--- config.mk ---
export PLATFORM = sky130hd
export DESIGN_NAME = msi_gen
export DESIGN_NICKNAME = d
export VERILOG_FILES = /design/src/rtl/msi_pkg.sv /design/src/rtl/msi_cfg_regs.sv /design/src/rtl/msi_pend_sched.sv /design/src/rtl/msi_wr_port.sv /design/src/rtl/msi_gen.sv
export SDC_FILE = /design/constraint.sdc
export NUM_CORES = 1
export LEC_CHECK = 0
export BUFFER_PORTS_ARGS = -buffer_cell sky130_fd_sc_hd__buf_2
export CORE_MARGIN = 5
export CORE_UTILIZATION = 50
export DETAILED_ROUTE_END_ITERATION = 12
export GPL_ROUTABILITY_DRIVEN = 0
export PLACE_DENSITY = 0.86
export SYNTH_ARGS = -nofsm -noshare
export SYNTH_HDL_FRONTEND = slang
export SYNTH_SLANG_ARGS = --single-unit
--- constraint.sdc ---
create_clock -name clk -period 3.1 [get_ports clk]
set_clock_uncertainty 0.15 [all_clocks]
set_input_delay 0.155 -clock clk [delete_from_list [all_inputs] [get_ports clk]]
set_output_delay 0.155 -clock clk [all_outputs]
set_load 0.03 [all_outputs]
--- src/rtl/msi_pkg.sv ---
package msi_pkg;

  localparam logic [7:0] MSI_CAP_ID = 8'h05;

  typedef enum logic [2:0] {
    DW_HDR  = 3'd0,
    DW_ADDR = 3'd1,
    DW_DATA = 3'd2,
    DW_MASK = 3'd3,
    DW_PEND = 3'd4
  } cfg_dw_e;

  // Replace the low lg bits of the base data with the vector index.
  function automatic logic [15:0] fold_vec(input logic [15:0] base,
                                           input logic [4:0]  vec,
                                           input logic [2:0]  lg);
    logic [15:0] low;
    low = (16'h1 << lg) - 16'h1;
    return (base & ~low) | ({11'b0, vec} & low);
  endfunction

  // True when the vector index is below 2^lg.
  function automatic logic vec_in_range(input logic [4:0] vec,
                                        input logic [2:0] lg);
    return (({3'b0, vec}) >> lg) == 8'd0;
  endfunction

  // Enabled exponent may not exceed the requested one.
  function automatic logic [2:0] clamp_lg(input logic [2:0] want,
                                          input logic [2:0] limit);
    return (want > limit) ? limit : want;
  endfunction

endpackage

--- src/rtl/msi_cfg_regs.sv ---
module msi_cfg_regs
  import msi_pkg::*;
#(
  parameter int          NVEC     = 32,
  parameter int          REQ_LG   = 5,
  parameter bit          MASK_EN  = 1'b1,
  parameter logic [7:0]  NEXT_PTR = 8'h00
) (
  input  logic            clk,
  input  logic            rst_n,
  input  logic            cfg_wr,
  input  logic [2:0]      cfg_dw,
  input  logic [31:0]     cfg_wdata,
  input  logic [NVEC-1:0] pend,
  output logic [31:0]     cfg_rdata,
  output logic            msi_en,
  output logic [2:0]      en_lg,
  output logic [31:0]     msg_addr,
  output logic [15:0]     msg_data,
  output logic [NVEC-1:0] vec_mask
);

  localparam logic [2:0] REQ_LG_W = 3'(REQ_LG);

  logic        en_q;
  logic [2:0]  lg_q;
  logic [29:0] addr_q;
  logic [15:0] data_q;

  always_ff @(posedge clk or negedge rst_n) begin
    if (!rst_n) begin
      en_q   <= 1'b0;
      lg_q   <= 3'd0;
      addr_q <= '0;
      data_q <= '0;
    end else if (cfg_wr) begin
      case (cfg_dw)
        DW_HDR: begin
          en_q <= cfg_wdata[16];
          lg_q <= clamp_lg(cfg_wdata[22:20], REQ_LG_W);
        end
        DW_ADDR: addr_q <= cfg_wdata[31:2];
        DW_DATA: data_q <= cfg_wdata[15:0];
        default: ;
      endcase
    end
  end

  generate
    if (MASK_EN) begin : g_mask
      logic [NVEC-1:0] mask_q;
      always_ff @(posedge clk or negedge rst_n) begin
        if (!rst_n)
          mask_q <= '0;
        else if (cfg_wr && cfg_dw == DW_MASK)
          mask_q <= cfg_wdata[NVEC-1:0];
      end
      assign vec_mask = mask_q;
    end else begin : g_nomask
      assign vec_mask = '0;
    end
  endgenerate

  assign msi_en   = en_q;
  assign en_lg    = lg_q;
  assign msg_addr = {addr_q, 2'b00};
  assign msg_data = data_q;

  always_comb begin
    case (cfg_dw)
      DW_HDR:  cfg_rdata = {7'b0, MASK_EN, 1'b0, lg_q, REQ_LG_W, en_q,
                            NEXT_PTR, MSI_CAP_ID};
      DW_ADDR: cfg_rdata = {addr_q, 2'b00};
      DW_DATA: cfg_rdata = {16'b0, data_q};
      DW_MASK: cfg_rdata = MASK_EN ? 32'(vec_mask) : 32'b0;
      DW_PEND: cfg_rdata = MASK_EN ? 32'(pend) : 32'b0;
      default: cfg_rdata = 32'b0;
    endcase
  end

endmodule

--- src/rtl/msi_pend_sched.sv ---
module msi_pend_sched
  import msi_pkg::*;
#(
  parameter int NVEC = 32
) (
  input  logic            clk,
  input  logic            rst_n,
  input  logic [NVEC-1:0] evt,
  input  logic            msi_en,
  input  logic [2:0]      en_lg,
  input  logic [NVEC-1:0] vec_mask,
  input  logic            busy,
  input  logic            clr_vld,
  input  logic [4:0]      clr_idx,
  output logic [NVEC-1:0] pend,
  output logic            pick_vld,
  output logic [4:0]      pick_idx
);

  logic [NVEC-1:0] pend_q;
  logic [NVEC-1:0] elig;
  logic [NVEC-1:0] clr_vec;
  logic [NVEC-1:0] set_vec;
  logic            found;

  generate
    for (genvar g = 0; g < NVEC; g++) begin : g_elig
      assign elig[g] = pend_q[g] & ~vec_mask[g] & msi_en &
                       vec_in_range(5'(g), en_lg);
      assign clr_vec[g] = clr_vld && (clr_idx == 5'(g));
    end
  endgenerate

  assign set_vec = msi_en ? evt : '0;

  // A fresh event in the accept cycle wins over the clear.
  always_ff @(posedge clk or negedge rst_n) begin
    if (!rst_n) pend_q <= '0;
    else        pend_q <= (pend_q & ~clr_vec) | set_vec;
  end

  // Lowest eligible index wins.
  always_comb begin
    found    = 1'b0;
    pick_idx = 5'd0;
    for (int i = NVEC - 1; i >= 0; i--) begin
      if (elig[i]) begin
        found    = 1'b1;
        pick_idx = 5'(i);
      end
    end
  end

  assign pick_vld = found & ~busy;
  assign pend     = pend_q;

endmodule

--- src/rtl/msi_wr_port.sv ---
module msi_wr_port
  import msi_pkg::*;
(
  input  logic        clk,
  input  logic        rst_n,
  input  logic        pick_vld,
  input  logic [4:0]  pick_idx,
  input  logic [31:0] msg_addr,
  input  logic [15:0] msg_data,
  input  logic [2:0]  en_lg,
  input  logic        wr_ready,
  output logic        wr_valid,
  output logic [31:0] wr_addr,
  output logic [31:0] wr_data,
  output logic        busy,
  output logic        accept,
  output logic [4:0]  acc_idx
);

  logic        vld_q;
  logic [31:0] addr_q;
  logic [15:0] data_q;
  logic [4:0]  idx_q;

  assign accept = vld_q & wr_ready;

  always_ff @(posedge clk or negedge rst_n) begin
    if (!rst_n) begin
      vld_q  <= 1'b0;
      addr_q <= '0;
      data_q <= '0;
      idx_q  <= '0;
    end else if (pick_vld) begin
      vld_q  <= 1'b1;
      addr_q <= {msg_addr[31:2], 2'b00};
      data_q <= fold_vec(msg_data, pick_idx, en_lg);
      idx_q  <= pick_idx;
    end else if (accept) begin
      vld_q <= 1'b0;
    end
  end

  assign wr_valid = vld_q;
  assign wr_addr  = addr_q;
  assign wr_data  = {16'b0, data_q};
  assign busy     = vld_q;
  assign acc_idx  = idx_q;

endmodule

--- src/rtl/msi_gen.sv ---
module msi_gen
  import msi_pkg::*;
#(
  parameter int         NVEC     = 32,
  parameter int         REQ_LG   = 5,
  parameter bit         MASK_EN  = 1'b1,
  parameter logic [7:0] NEXT_PTR = 8'h00
) (
  input  logic            clk,
  input  logic            rst_n,
  input  logic            cfg_wr,
  input  logic [2:0]      cfg_dw,
  input  logic [31:0]     cfg_wdata,
  output logic [31:0]     cfg_rdata,
  input  logic [NVEC-1:0] evt,
  output logic            wr_valid,
  input  logic            wr_ready,
  output logic [31:0]     wr_addr,
  output logic [31:0]     wr_data
);

  logic            msi_en;
  logic [2:0]      en_lg;
  logic [31:0]     msg_addr;
  logic [15:0]     msg_data;
  logic [NVEC-1:0] vec_mask;
  logic [NVEC-1:0] pend;
  logic            pick_vld;
  logic [4:0]      pick_idx;
  logic            busy;
  logic            accept;
  logic [4:0]      acc_idx;

  msi_cfg_regs #(
    .NVEC(NVEC), .REQ_LG(REQ_LG), .MASK_EN(MASK_EN), .NEXT_PTR(NEXT_PTR)
  ) u_regs (
    .clk(clk), .rst_n(rst_n), .cfg_wr(cfg_wr), .cfg_dw(cfg_dw),
    .cfg_wdata(cfg_wdata), .pend(pend), .cfg_rdata(cfg_rdata),
    .msi_en(msi_en), .en_lg(en_lg), .msg_addr(msg_addr),
    .msg_data(msg_data), .vec_mask(vec_mask)
  );

  msi_pend_sched #(.NVEC(NVEC)) u_sched (
    .clk(clk), .rst_n(rst_n), .evt(evt), .msi_en(msi_en), .en_lg(en_lg),
    .vec_mask(vec_mask), .busy(busy), .clr_vld(accept), .clr_idx(acc_idx),
    .pend(pend), .pick_vld(pick_vld), .pick_idx(pick_idx)
  );

  msi_wr_port u_port (
    .clk(clk), .rst_n(rst_n), .pick_vld(pick_vld), .pick_idx(pick_idx),
    .msg_addr(msg_addr), .msg_data(msg_data), .en_lg(en_lg),
    .wr_ready(wr_ready), .wr_valid(wr_valid), .wr_addr(wr_addr),
    .wr_data(wr_data), .busy(busy), .accept(accept), .acc_idx(acc_idx)
  );

endmodule

* Word-level counts from Yosys, hierarchy flattened *
Index checks and enable logic that the tools add are counted.

word-level totals
  word-level logic and storage cells = 358
  flip-flop bits (word level) = 166
  bits of input ports = 71
  output and inout port bits = 97

cells by class
  shift operators = 33
  eq/ne operators = 35
  reduce and logical (&&, ||, !) cells = 71
  order comparisons = 1
  bitwise operators = 138
  muxes and demuxes = 69
  add/subtract/negate cells = 1

operators by type and width
  cell                                                                 number
  8-bit logical NOT                                                    32
  5-bit 2-to-1 mux                                                     32
  32-bit case mux with 5 select lines                                  1
  5-bit by 3-bit right shift with 8-bit output (first input constant)  16
  1-bit bitwise AND                                                    98
  5-bit == test (second input constant)                                16
  4-bit by 3-bit right shift with 8-bit output (first input constant)  8
  5-bit by 4-bit == test with 1-bit output (second input constant)     8
  1-bit 2-to-1 mux                                                     34
  1-bit logical AND                                                    33
  1-bit NOT                                                            33
  32-bit bitwise AND                                                   1
  32-bit 2-to-1 mux                                                    1
  32-bit NOT                                                           1
  32-bit bitwise OR                                                    1
  3-bit by 3-bit right shift with 8-bit output (first input constant)  4
  5-bit by 3-bit == test with 1-bit output (second input constant)     4
  16-bit bitwise AND                                                   1
  5-bit by 16-bit bitwise AND with 16-bit output                       1
  16-bit NOT                                                           1
  16-bit bitwise OR                                                    1
  1-bit by 3-bit << shifter with 16-bit output (first input constant)  1
  1-bit by 3-bit right shift with 8-bit output (first input constant)  2
  2-bit by 3-bit right shift with 8-bit output (first input constant)  2
  12 further kinds                                                     16

* Logic depth before layout (Yosys ltp) *
Gate-level depths: netlist of the first run.

  depth in word-level cells = 38
  depth in mapped cells = 14
  gate-level depth less buffers = 10

* Cells and area by module *
From an unflattened synthesis of the first run, not the netlist that was laid out.

second synthesis, totals
  cells, all modules = 815
  area total of the unflattened synthesis = 9230.1 um^2

modules (own cells, without submodules)
  module          seq. area each (um^2)  area an instance (um^2)  cells each  instances
  msi_cfg_regs    2052.0                 4381.7                   323         1
  msi_pend_sched  800.8                  2502.4                   305         1
  msi_wr_port     1301.2                 2346.0                   187         1

* Worst setup path before layout of the first run *
OpenSTA, ideal clock, no wires.

  path kind = register to register
  start point = register u_regs.lg_q[1] (netlist: u_regs.en_lg[1])
  end point = register u_port.data_q[1]
  stages on the path, launching flop included = 12
  path slack = 0.238 ns
  setup time = 0.080 ns
  period minus slack after synthesis = 2.862 ns
  data arrival time = 2.632 ns
  required time = 2.870 ns
  path through = dfrtp_1 > buf_4 > inv_1 > ha_1 > buf_6 > nand3b_4 > or3_1 > a2111oi_0 > o32a_1 > o21ai_1 > a211o_1 > o211ai_2

between the ends
  longest elaborated chain between the ends = 37

RTL lines
  item                                            RTL line              RTL
  start, declared                                 msi_cfg_regs.sv:26    logic [2:0] lg_q;
  start signal, assigned                          msi_cfg_regs.sv:40    lg_q <= clamp_lg(cfg_wdata[22:20], REQ_LG_W);
  5-bit by 3-bit right shift with 8-bit output    msi_pkg.sv:25         return (({3'b0, vec}) >> lg) == 8'd0;
  8-bit logical NOT                               msi_pkg.sv:25
  1-bit bitwise AND                               msi_pend_sched.sv:28  assign elig[g] = pend_q[g] & ~vec_mask[g] & msi_en &
  5-bit 2-to-1 mux (32 in a row)                  msi_pend_sched.sv:47  if (elig[i]) begin
  5-bit by 16-bit bitwise AND with 16-bit output  msi_pkg.sv:19         return (base & ~low) | ({11'b0, vec} & low);
  16-bit bitwise OR                               msi_pkg.sv:19
  end signal, assigned                            msi_wr_port.sv:36     data_q <= fold_vec(msg_data, pick_idx, en_lg);
  end, declared                                   msi_wr_port.sv:22     logic [15:0] data_q;

Parallel ways exist; a longest one is shown, timed or not.
A chain may end at the register's enable or synchronous reset.

* Worst setup path in the final report of the first run *
  start point = register u_regs.lg_q[0] (netlist: u_regs.en_lg[0])
  end point = register u_port.data_q[3]

The elaborated chain is that of the path after synthesis.

==> results of run 1 <==
-- cell families after synthesis --
group,count (synthesis)
buffers and inverters,84
adders and majority gates,8
other,1
muxes,108
DFF,166
xor gates and xnor gates,2
and+or+nand+nor,317
AOI/OAI and AO/OA,176
-- final timing paths --
| kind | start | to | slack, ps |
|---|---|---|---|
| max in group asynchronous | rst_n | u_port.data_q[6] | 1830 |
| min in group clk | cfg_wr | u_regs.en_lg[2] | 190 |
| max | u_regs.en_lg[0] | u_port.data_q[3] | 130 |
| min reg2reg | u_port.wr_addr[27] | u_port.wr_addr[27] | 320 |
| min | rst_n | u_port.wr_addr[30] | 170 |
| max reg2reg | u_regs.en_lg[0] | u_port.data_q[3] | 130 |
-- cell usage after synthesis (all sizes together), types with 4 or more instances --
library cell | n | area, sq um
a21o | 4 | 31.28
a21oi | 26 | 141.4
a22o | 24 | 210.2
a22oi | 14 | 105.1
buf | 44 | 300.3
clkbuf | 23 | 86.33
dfrtp | 166 | 4154
ha | 8 | 100.1
inv | 17 | 63.81
mux2 | 81 | 915.9
mux2i | 27 | 270.3
nand2 | 193 | 727.0
nand2b | 11 | 68.82
nand3 | 10 | 50.05
nand3b | 9 | 80.08
nor2 | 36 | 150.1
nor2b | 19 | 118.9
nor3 | 12 | 60.06
nor3b | 6 | 45.04
o211ai | 6 | 60.06
o21ai | 57 | 285.3
o22ai | 17 | 106.4
or3 | 4 | 30.03
-- cell type report --
type | instances | area (sq um)
timing repair buffer | 249 | 1713
clock buffer | 18 | 439.2
inverter | 17 | 63.81
multi-input combinational | 629 | 4044
sequential | 166 | 4156
fill | 1275 | 5839
tap | 220 | 275.3
clock inverter | 14 | 170.2
-- power groups by stage --
stage | registers [mW] | clock network, mW | logic (mW)
floorplan | 3.70 | 0 | 2.06
global placement | 3.29 | 0 | 3.52
detailed placement | 3.31 | 0 | 3.63
CTS | 3.29 | 2.20 | 3.72
global route | 3.38 | 2.29 | 4.06
finish | 3.31 | 2.19 | 3.78
-- cell usage in the layout (no fill, tap or decap), types with 6 or more instances in the layout --
cell / Yosys / routed
sky130_fd_sc_hd__nand2_1: 192 / 192
sky130_fd_sc_hd__dfrtp_1: 166 / 164
sky130_fd_sc_hd__buf_2: 12 / 148
sky130_fd_sc_hd__mux2_2: 80 / 80
sky130_fd_sc_hd__dlygate4sd3_1: 0 / 66
sky130_fd_sc_hd__o21ai_0: 52 / 52
sky130_fd_sc_hd__nor2_1: 34 / 34
sky130_fd_sc_hd__buf_4: 20 / 30
sky130_fd_sc_hd__mux2i_1: 27 / 27
sky130_fd_sc_hd__a21oi_1: 25 / 25
sky130_fd_sc_hd__a22o_1: 24 / 24
sky130_fd_sc_hd__nor2b_1: 19 / 19
sky130_fd_sc_hd__conb_1: 1 / 18
sky130_fd_sc_hd__inv_1: 17 / 17
sky130_fd_sc_hd__o22ai_1: 17 / 17
sky130_fd_sc_hd__clkbuf_16: 0 / 17
sky130_fd_sc_hd__a22oi_1: 14 / 14
sky130_fd_sc_hd__nor3_1: 12 / 12
sky130_fd_sc_hd__nand2b_1: 11 / 11
sky130_fd_sc_hd__nand3_1: 10 / 10
sky130_fd_sc_hd__nand3b_1: 8 / 8
sky130_fd_sc_hd__ha_1: 8 / 6
-- timing repair --
action,in CTS,in global routing
hold endpoints to repair,189,0
resized for setup,0,6
endpoints found under the setup margin,0,27
hold buffers,66,0
-- state kept, by name (all words and copies together), names as in the netlist --
signal	flops
u_regs.msi_en	1
u_port.data_q	16
u_sched.pend	32
u_regs.vec_mask	32
u_port.busy	1
u_port.wr_addr	30
u_regs.msg_data	16
u_regs.en_lg	3
u_regs.addr_q	30
u_port.acc_idx	5
-- per-layer routing --
layer | share of wire [%] | GRT usage, % | vias to the layer above
li1 | - | - | 3423
met1 | 38 | 34.33 | 3698
met2 | 49 | 46.17 | 448
met3 | 9.7 | 7.111 | 51
met4 | 2.5 | 10.05 | 0
met5 | 0 | 0 | -
==> impl_results.html, run 1 <==
<table>
<tr><th>Metric</th><th>Value</th></tr>
<tr><th colspan="2">Floorplanning</th></tr>
<tr><td>Core Footprint</td><td>about 17000 sq um</td></tr>
<tr><td>Chip width</td><td>between 100 and 150 um</td></tr>
<tr><td>Die Outline Area</td><td>around 20000 sq um</td></tr>
<tr><td>Die boundary height</td><td>~140 um</td></tr>
<tr><td>IO Pins</td><td>~170</td></tr>
<tr><td>Starting density of the core</td><td>between 50% and 60%</td></tr>
<tr><td>Count of standard-cell rows</td><td>between 40 and 50</td></tr>
<tr><th colspan="2">Cells and area</th></tr>
<tr><td>Final std cell area, no fill</td><td>approximately 11000 sq um</td></tr>
<tr><td>Layout net count</td><td>approximately 1.2k</td></tr>
<tr><td>Utilization after layout</td><td>~65%</td></tr>
<tr><td>Synth-to-Final Area Change</td><td>26.77%</td></tr>
<tr><td>Final std cells w/o fill</td><td>between 1k and 1.5k</td></tr>
<tr><td>Fraction of final layout cells with drive strength greater than 1</td><td>29.19%</td></tr>
<tr><td># diodes</td><td>0</td></tr>
<tr><th colspan="2">Power and ir drop</th></tr>
<tr><td>Power density over the cells</td><td>about 850 nW/um^2</td></tr>
<tr><td>Combinational power share</td><td>about two fifths</td></tr>
<tr><td>Cell-internal power</td><td>5.377 mW</td></tr>
<tr><td>Part of the total power dissipated in the clock network</td><td>between 20% and 30%</td></tr>
<tr><td>Sum of internal, switching and leakage power</td><td>between 9 and 10 mW</td></tr>
<tr><td>Peak supply drop</td><td>0.5290 mV</td></tr>
<tr><td>Net switching power</td><td>just under 4 mW</td></tr>
<tr><td>Sequential share of power</td><td>between 30% and 40%</td></tr>
<tr><td>Switching power as a share of total power</td><td>between 40 and 50%</td></tr>
<tr><td>Leak</td><td>about 5.2 nW</td></tr>
<tr><th colspan="2">Global routing</th></tr>
<tr><td>Overall Global Routing Usage</td><td>27.47%</td></tr>
<tr><td>First-pass GRT wire length</td><td>~43 mm</td></tr>
<tr><td>Residual overflow from global routing</td><td>0</td></tr>
<tr><td>Maximum number of pins on one net before global-route repair</td><td>77</td></tr>
<tr><td>Number of antenna violations at the first check in global routing</td><td>0</td></tr>
<tr><td>Via count of the first global-routing pass</td><td>approximately 7.7k</td></tr>
<tr><th colspan="2">Placement</th></tr>
<tr><td>Area of placed instances</td><td>approximately 9600 sq um</td></tr>
<tr><td>Placed insts</td><td>approximately 1.2k</td></tr>
<tr><td>Number of input and output port buffers inserted</td><td>149</td></tr>
<tr><td>Detailed-placement wirelength estimate</td><td>18.73 mm</td></tr>
<tr><td>Worst slack, placed</td><td>between 90 and 100 ps</td></tr>
<tr><th colspan="2">Synth</th></tr>
<tr><td>Unique cell type count in the Yosys netlist</td><td>67</td></tr>
<tr><td>Synth Area in Compound Gates</td><td>13.80%</td></tr>
<tr><td>Area of the mapped netlist</td><td>around 8600 sq um</td></tr>
<tr><td>Fraction of synthesized area in multiplexers</td><td>13.84%</td></tr>
<tr><td>Number of storage elements in the synthesis netlist</td><td>~170</td></tr>
<tr><td>Fraction of the mapped netlist area in adder cells</td><td>1.168%</td></tr>
<tr><td>Number of synthesized flops with an enable pin</td><td>0</td></tr>
<tr><td>Synthesized netlist cell count</td><td>about 860</td></tr>
<tr><td>Average cell area after synthesis</td><td>9.940 sq um</td></tr>
<tr><td>Share of the synthesized netlist area taken by xor and xnor gates</td><td>0.2044%</td></tr>
<tr><td>Post-Synth Simple-Gate Area</td><td>17.20%</td></tr>
<tr><td>Count of warnings emitted by yosys</td><td>0</td></tr>
<tr><td>Combinational family with the most area after synthesis</td><td>simple AND/OR/NAND/NOR gates</td></tr>
<tr><td>FFs w/ async S/R, synth</td><td>100.0%</td></tr>
<tr><td>Proportion of synthesized chip area in sequential cells</td><td>between 40 and 50%</td></tr>
<tr><td>Most instantiated flip-flop cell in the synthesis netlist</td><td>sky130_fd_sc_hd__dfrtp_1</td></tr>
<tr><th colspan="2">Setup path</th></tr>
<tr><td>Depth of the worst register-to-register path</td><td>12</td></tr>
<tr><td>Critical path startpoint category</td><td>flop</td></tr>
<tr><td>Count of cell instances traversed by the critical path</td><td>12</td></tr>
<tr><td>Count of buffer and inverter cells on the critical path</td><td>3</td></tr>
<tr><td>Maximum cell stage delay along the critical path</td><td>~400 ps</td></tr>
<tr><td>Critical Path RT</td><td>about 3300 ps</td></tr>
<tr><td>Path type of the worst setup path</td><td>flop to flop</td></tr>
<tr><td>Critical path capture point type</td><td>flop</td></tr>
<tr><td>Cell occurring most often along the worst timing path</td><td>sky130_fd_sc_hd__buf_4</td></tr>
<tr><td>Largest fanout on the critical path</td><td>13</td></tr>
<tr><td>Largest delay contributor family on the critical path</td><td>simple AND/OR/NAND/NOR gates</td></tr>
<tr><td>WP data arrival</td><td>~3200 ps</td></tr>
<tr><td>Critical Path, Cell by Cell</td><td>buf_4, ha_1, nor3_1, buf_4, o221ai_1, nand3_1, nor2_1, and3_4, a21o_2, buf_4, a21oi_1, a21oi_1</td></tr>
<tr><td>Master of the slowest instance on the critical path</td><td>sky130_fd_sc_hd__nor3_1</td></tr>
<tr><th colspan="2">Clock network</th></tr>
<tr><td>Post-CTS Setup Inserts</td><td>0</td></tr>
<tr><td>Number of buffers created by CTS</td><td>17</td></tr>
<tr><td>Clock latency at the later pin of the worst-skew pair</td><td>between 400 and 500 ps</td></tr>
<tr><td>CTS H-tree depth</td><td>4</td></tr>
<tr><td>Clk sinks</td><td>~170</td></tr>
<tr><td>Clock root buffer master</td><td>sky130_fd_sc_hd__clkbuf_16</td></tr>
<tr><td>Longest Clk Path Bufs</td><td>2</td></tr>
<tr><td>Clk slew on worst S/H paths</td><td>approximately 70 ps</td></tr>
<tr><td>Clock tree from TritonCTS</td><td>yes</td></tr>
<tr><th colspan="2">STA</th></tr>
<tr><td>Clock period minus final worst setup slack</td><td>between 2000 and 3000 ps</td></tr>
<tr><td>Post-route fraction of the period consumed by the critical path</td><td>95.97%</td></tr>
<tr><td>Sum of negative setup slack</td><td>0 ps</td></tr>
<tr><td>Max transition margin</td><td>roughly half</td></tr>
<tr><td>Hold slack final</td><td>~170 ps</td></tr>
<tr><td>Final Max Slew Viols</td><td>0</td></tr>
<tr><td>Achievable clock frequency</td><td>approximately 0.34 GHz</td></tr>
<tr><td>Setup violations, final</td><td>0</td></tr>
<tr><td>Final hold viol count</td><td>0</td></tr>
<tr><td>Transition at the pin with the smallest max-transition slack</td><td>~770 ps</td></tr>
<tr><td>Min setup slack post-route</td><td>125.0 ps</td></tr>
<tr><th colspan="2">Drt</th></tr>
<tr><td>Via density per instance</td><td>roughly 5.8</td></tr>
<tr><td>Remaining DRCs</td><td>0</td></tr>
<tr><td>Total via count in the routed design</td><td>between 7k and 8k</td></tr>
<tr><td>First-pass DRT Iterations</td><td>5</td></tr>
<tr><td>Detailed-route wire length per cell</td><td>a little over 20 um</td></tr>
<tr><td>Sum of routed wire length over all layers</td><td>27.15 mm</td></tr>
<tr><td>Number of nets with antenna violations after detailed routing</td><td>0</td></tr>
<tr><td>Initial DRC Count</td><td>a little over 700</td></tr>
<tr><th colspan="2">Min path</th></tr>
<tr><td>Min-delay worst type</td><td>primary input to asynchronous set/reset pin</td></tr>
<tr><th colspan="2">Run</th></tr>
<tr><td>Count of maximum capacitance violations</td><td>0</td></tr>
<tr><th colspan="2">Status</th></tr>
<tr><td>Status</td><td>finished clean</td></tr>
</table>
Note: power is estimated with default switching activity, not from simulation.
==> inputs of run 2 (changes only) <==
--- a/config.mk
+++ b/config.mk
@@ -6,11 +6,14 @@
 export NUM_CORES = 1
 export LEC_CHECK = 0
 export BUFFER_PORTS_ARGS = -buffer_cell sky130_fd_sc_hd__buf_2
+export CELL_PAD_IN_SITES_DETAIL_PLACEMENT = 1
+export CELL_PAD_IN_SITES_GLOBAL_PLACEMENT = 2
 export CORE_MARGIN = 5
-export CORE_UTILIZATION = 50
+export CORE_UTILIZATION = 32
+export CTS_BUF_LIST = sky130_fd_sc_hd__clkbuf_4
 export DETAILED_ROUTE_END_ITERATION = 12
 export GPL_ROUTABILITY_DRIVEN = 0
-export PLACE_DENSITY = 0.86
+export PLACE_DENSITY_LB_ADDON = 0.1
 export SYNTH_ARGS = -nofsm -noshare
 export SYNTH_HDL_FRONTEND = slang
 export SYNTH_SLANG_ARGS = --single-unit
==> run 2 against run 1 <==
Net effect: register-to-register slack better by 50 ps; via count fell by 4.6%; utilization down 24 points; final area fell by 0.16%; fmax grew 1.6%; flip-flop and latch count stayed put; highest routed layer unchanged; routed wire length up 14%; count of clock-buffer cells in the layout decreased by 1.
==> impl_results.html, run 2 (same netlist as run 1, synthesis figures left out) <==
<table>
<tr><th>Metric</th><th>Value</th></tr>
<tr><th colspan="2">Setup path</th></tr>
<tr><td>Critical path startpoint category</td><td>flop</td></tr>
<tr><td>Worst reg-to-reg setup slack</td><td>170 ps</td></tr>
<tr><td>Critical Path, Cell by Cell</td><td>buf_4, ha_1, or2_1, and3b_1, o21a_1, or3_4, nor2_4, a21o_4, buf_4, nand2_1, nand2_1</td></tr>
<tr><td>Largest fanout on the critical path</td><td>15</td></tr>
<tr><td>Maximum cell stage delay along the critical path</td><td>between 400 and 500 ps</td></tr>
<tr><td>Critical Path RT</td><td>3480 ps</td></tr>
<tr><td>WP data arrival</td><td>3310 ps</td></tr>
<tr><td>Path type of the worst setup path</td><td>flop to flop</td></tr>
<tr><td>Depth of the worst register-to-register path</td><td>11</td></tr>
<tr><td>Master of the slowest instance on the critical path</td><td>sky130_fd_sc_hd__dfrtp_1</td></tr>
<tr><td>Crit Reg-Reg Startpoint</td><td>u_regs.en_lg[1]</td></tr>
<tr><td>Critical register-to-register path endpoint</td><td>u_port.wr_addr[6]</td></tr>
<tr><td>Critical path capture point type</td><td>flop</td></tr>
<tr><th colspan="2">Cells and area</th></tr>
<tr><td>Fraction of final layout cells with drive strength greater than 1</td><td>30.39%</td></tr>
<tr><td>Layout net count</td><td>about 1.2k</td></tr>
<tr><td>Filler cells</td><td>approximately 3.0k</td></tr>
<tr><td>Final std cell area, no fill</td><td>~11000 sq um</td></tr>
<tr><td>Synth-to-Final Area Change</td><td>26.56%</td></tr>
<tr><td>Utilization after layout</td><td>between 40% and 50%</td></tr>
<tr><td>Sequential Area</td><td>slightly above 4000 sq um</td></tr>
<tr><td>Final std cells w/o fill</td><td>approximately 1.4k</td></tr>
<tr><td>Multi-input logic area</td><td>between 4000 and 5000 sq um</td></tr>
<tr><td>Most used cells in the layout excluding fill and tap cells</td><td>sky130_fd_sc_hd__nand2_1, sky130_fd_sc_hd__dfrtp_1, sky130_fd_sc_hd__buf_2</td></tr>
<tr><td>Commonest non-fill, non-tap cell in the layout</td><td>sky130_fd_sc_hd__nand2_1</td></tr>
<tr><th colspan="2">Drt</th></tr>
<tr><td>Number of nets with antenna violations after detailed routing</td><td>0</td></tr>
<tr><td>Detailed-route wire length per cell</td><td>21.37 um</td></tr>
<tr><td>Sum of routed wire length over all layers</td><td>about 30 mm</td></tr>
<tr><td>Initial DRC Count</td><td>around 320</td></tr>
<tr><td>Remaining DRCs</td><td>0</td></tr>
<tr><td>Total via count in the routed design</td><td>7269</td></tr>
<tr><td>First-pass DRT Iterations</td><td>4</td></tr>
<tr><td>Via density per instance</td><td>5.030</td></tr>
<tr><th colspan="2">Floorplanning</th></tr>
<tr><td>Chip width</td><td>around 170 um</td></tr>
<tr><td>Starting density of the core</td><td>approximately 33%</td></tr>
<tr><td>Count of standard-cell rows</td><td>just under 60</td></tr>
<tr><td>Core Footprint</td><td>around 26000 sq um</td></tr>
<tr><td>Die Outline Area</td><td>about 30000 sq um</td></tr>
<tr><td>Die boundary height</td><td>between 150 and 200 um</td></tr>
<tr><td>IO Pins</td><td>between 150 and 200</td></tr>
<tr><th colspan="2">STA</th></tr>
<tr><td>Final Max Slew Viols</td><td>0</td></tr>
<tr><td>Clock period minus final worst setup slack</td><td>2929 ps</td></tr>
<tr><td>Transition at the pin with the smallest max-transition slack</td><td>828.7 ps</td></tr>
<tr><td>Achievable clock frequency</td><td>around 0.34 GHz</td></tr>
<tr><td>Post-route fraction of the period consumed by the critical path</td><td>between 90% and 100%</td></tr>
<tr><td>Setup violations, final</td><td>0</td></tr>
<tr><td>Final hold viol count</td><td>0</td></tr>
<tr><td>Sum of negative setup slack</td><td>0 ps</td></tr>
<tr><td>Max transition margin</td><td>44.33%</td></tr>
<tr><th colspan="2">Power and ir drop</th></tr>
<tr><td>Peak supply drop</td><td>around 0.29 mV</td></tr>
<tr><td>Net switching power</td><td>around 4 mW</td></tr>
<tr><td>Part of the total power dissipated in the clock network</td><td>roughly 15%</td></tr>
<tr><td>Leak</td><td>between 5 and 6 nW</td></tr>
<tr><td>Cell-internal power</td><td>about 4.6 mW</td></tr>
<tr><td>Switching power as a share of total power</td><td>a little under half</td></tr>
<tr><td>Sequential share of power</td><td>38.9%</td></tr>
<tr><td>Sum of internal, switching and leakage power</td><td>between 8 and 9 mW</td></tr>
<tr><td>Combinational power share</td><td>45.9%</td></tr>
<tr><td>Power density over the cells</td><td>784.8 nW/um^2</td></tr>
<tr><th colspan="2">Clock network</th></tr>
<tr><td>Clock latency at the later pin of the worst-skew pair</td><td>~590 ps</td></tr>
<tr><td>Clk slew on worst S/H paths</td><td>roughly 180 ps</td></tr>
<tr><td>Number of buffers created by CTS</td><td>17</td></tr>
<tr><td>CTS H-tree depth</td><td>4</td></tr>
<tr><td>Clock root buffer master</td><td>sky130_fd_sc_hd__clkbuf_4</td></tr>
<tr><td>Longest Clk Path Bufs</td><td>2</td></tr>
<tr><td>Clk sinks</td><td>approximately 170</td></tr>
<tr><td>Clock tree from TritonCTS</td><td>yes</td></tr>
<tr><th colspan="2">Global routing</th></tr>
<tr><td>Maximum number of pins on one net before global-route repair</td><td>between 50 and 60</td></tr>
<tr><td>Via count of the first global-routing pass</td><td>7832</td></tr>
<tr><td>Overall Global Routing Usage</td><td>20.38%</td></tr>
<tr><td>First-pass GRT wire length</td><td>approximately 48 mm</td></tr>
<tr><td>Number of antenna violations at the first check in global routing</td><td>1</td></tr>
<tr><td>Residual overflow from global routing</td><td>0</td></tr>
<tr><th colspan="2">Min path</th></tr>
<tr><td>Endpoint of the worst hold path</td><td>u_regs.en_lg[0]</td></tr>
<tr><td>Min-delay worst type</td><td>primary input to flop</td></tr>
<tr><td>Depth of the worst hold-timing path</td><td>6</td></tr>
<tr><td>Worst hold path startpoint</td><td>cfg_wr</td></tr>
<tr><th colspan="2">Placement</th></tr>
<tr><td>Area of placed instances</td><td>between 9000 and 10000 sq um</td></tr>
<tr><td>Detailed-placement wirelength estimate</td><td>~23 mm</td></tr>
<tr><td>Number of input and output port buffers inserted</td><td>between 100 and 150</td></tr>
<tr><td>Placed insts</td><td>1343</td></tr>
<tr><th colspan="2">Run</th></tr>
<tr><td>Count of maximum capacitance violations</td><td>0</td></tr>
<tr><th colspan="2">Status</th></tr>
<tr><td>Status</td><td>finished clean</td></tr>
</table>
-- run 2: per-layer routing --
metal	share of wire (%)	GRT usage [%]	up-vias
li1	-	-	3454
met2	49	34.61	160
met3	3.9	3.337	13
met5	0	0	-
met4	0.91	4.817	0
met1	46	27.38	3642
-- run 2: cell type report --
class                      instances  area share (%)
clock buffer                      17           1.177
sequential                       166           38.33
antenna                            1         0.02308
multi-input combinational        629           37.43
tap                              335           3.865
inverter                          17          0.5884
timing repair buffer             265           17.33
clock inverter                    15           1.258
-- run 2: stage by stage --
step	setup WS, ps	hold slack [ps]
6_report	171.1	98.41
5_1_grt	-5.563	102.5
4_1_cts	21.45	77.97
3_5_place_dp	-11.92	65.42
3_3_place_gp	28.00	63.98
2_1_floorplan	237.9	-290.6
-- run 2: worst max-delay path by stage --
stage	slack (ps)	depth (start not counted)	end	start
CTS	20	12	u_port.data_q[14]	u_regs.en_lg[0]
detailed placement	-10	11	u_port.data_q[1]	u_regs.en_lg[1]
global placement	30	11	u_port.data_q[1]	u_regs.en_lg[1]
global route	-6	12	u_port.wr_addr[6]	u_regs.en_lg[0]
floorplan	240	11	u_port.data_q[1]	u_regs.en_lg[1]
finish	170	11	u_port.wr_addr[6]	u_regs.en_lg[1]
-- run 2: repair_timing --
item                                    CTS  global route
pin swaps                                 0             1
endpoints found under the setup margin   17            47
gates resized for setup                   2            10
hold endpoints to repair                272             0
hold buffers                             69             0
buffers inserted                          0             0
-- run 2: power by group through the flow --
stage / sequential, mW / clock [mW] / combinational (mW)
after floorplan: 3.70 / 0 / 2.06
after global placement: 3.35 / 0 / 3.82
after detailed placement: 3.36 / 0 / 3.86
after CTS: 3.32 / 1.34 / 3.94
after global routing: 3.40 / 1.42 / 4.27
final: 3.31 / 1.29 / 3.91
-- run 2: worst max-delay path: cells and delay by family (launching register included) --
family	cells	cell delay (ps)
AO/OA/AOI/OAI	2	490
adder cells (fa/ha/maj)	1	200
buffers and inverters	2	430
flip-flops	1	450
AND/OR/NAND/NOR	6	1140
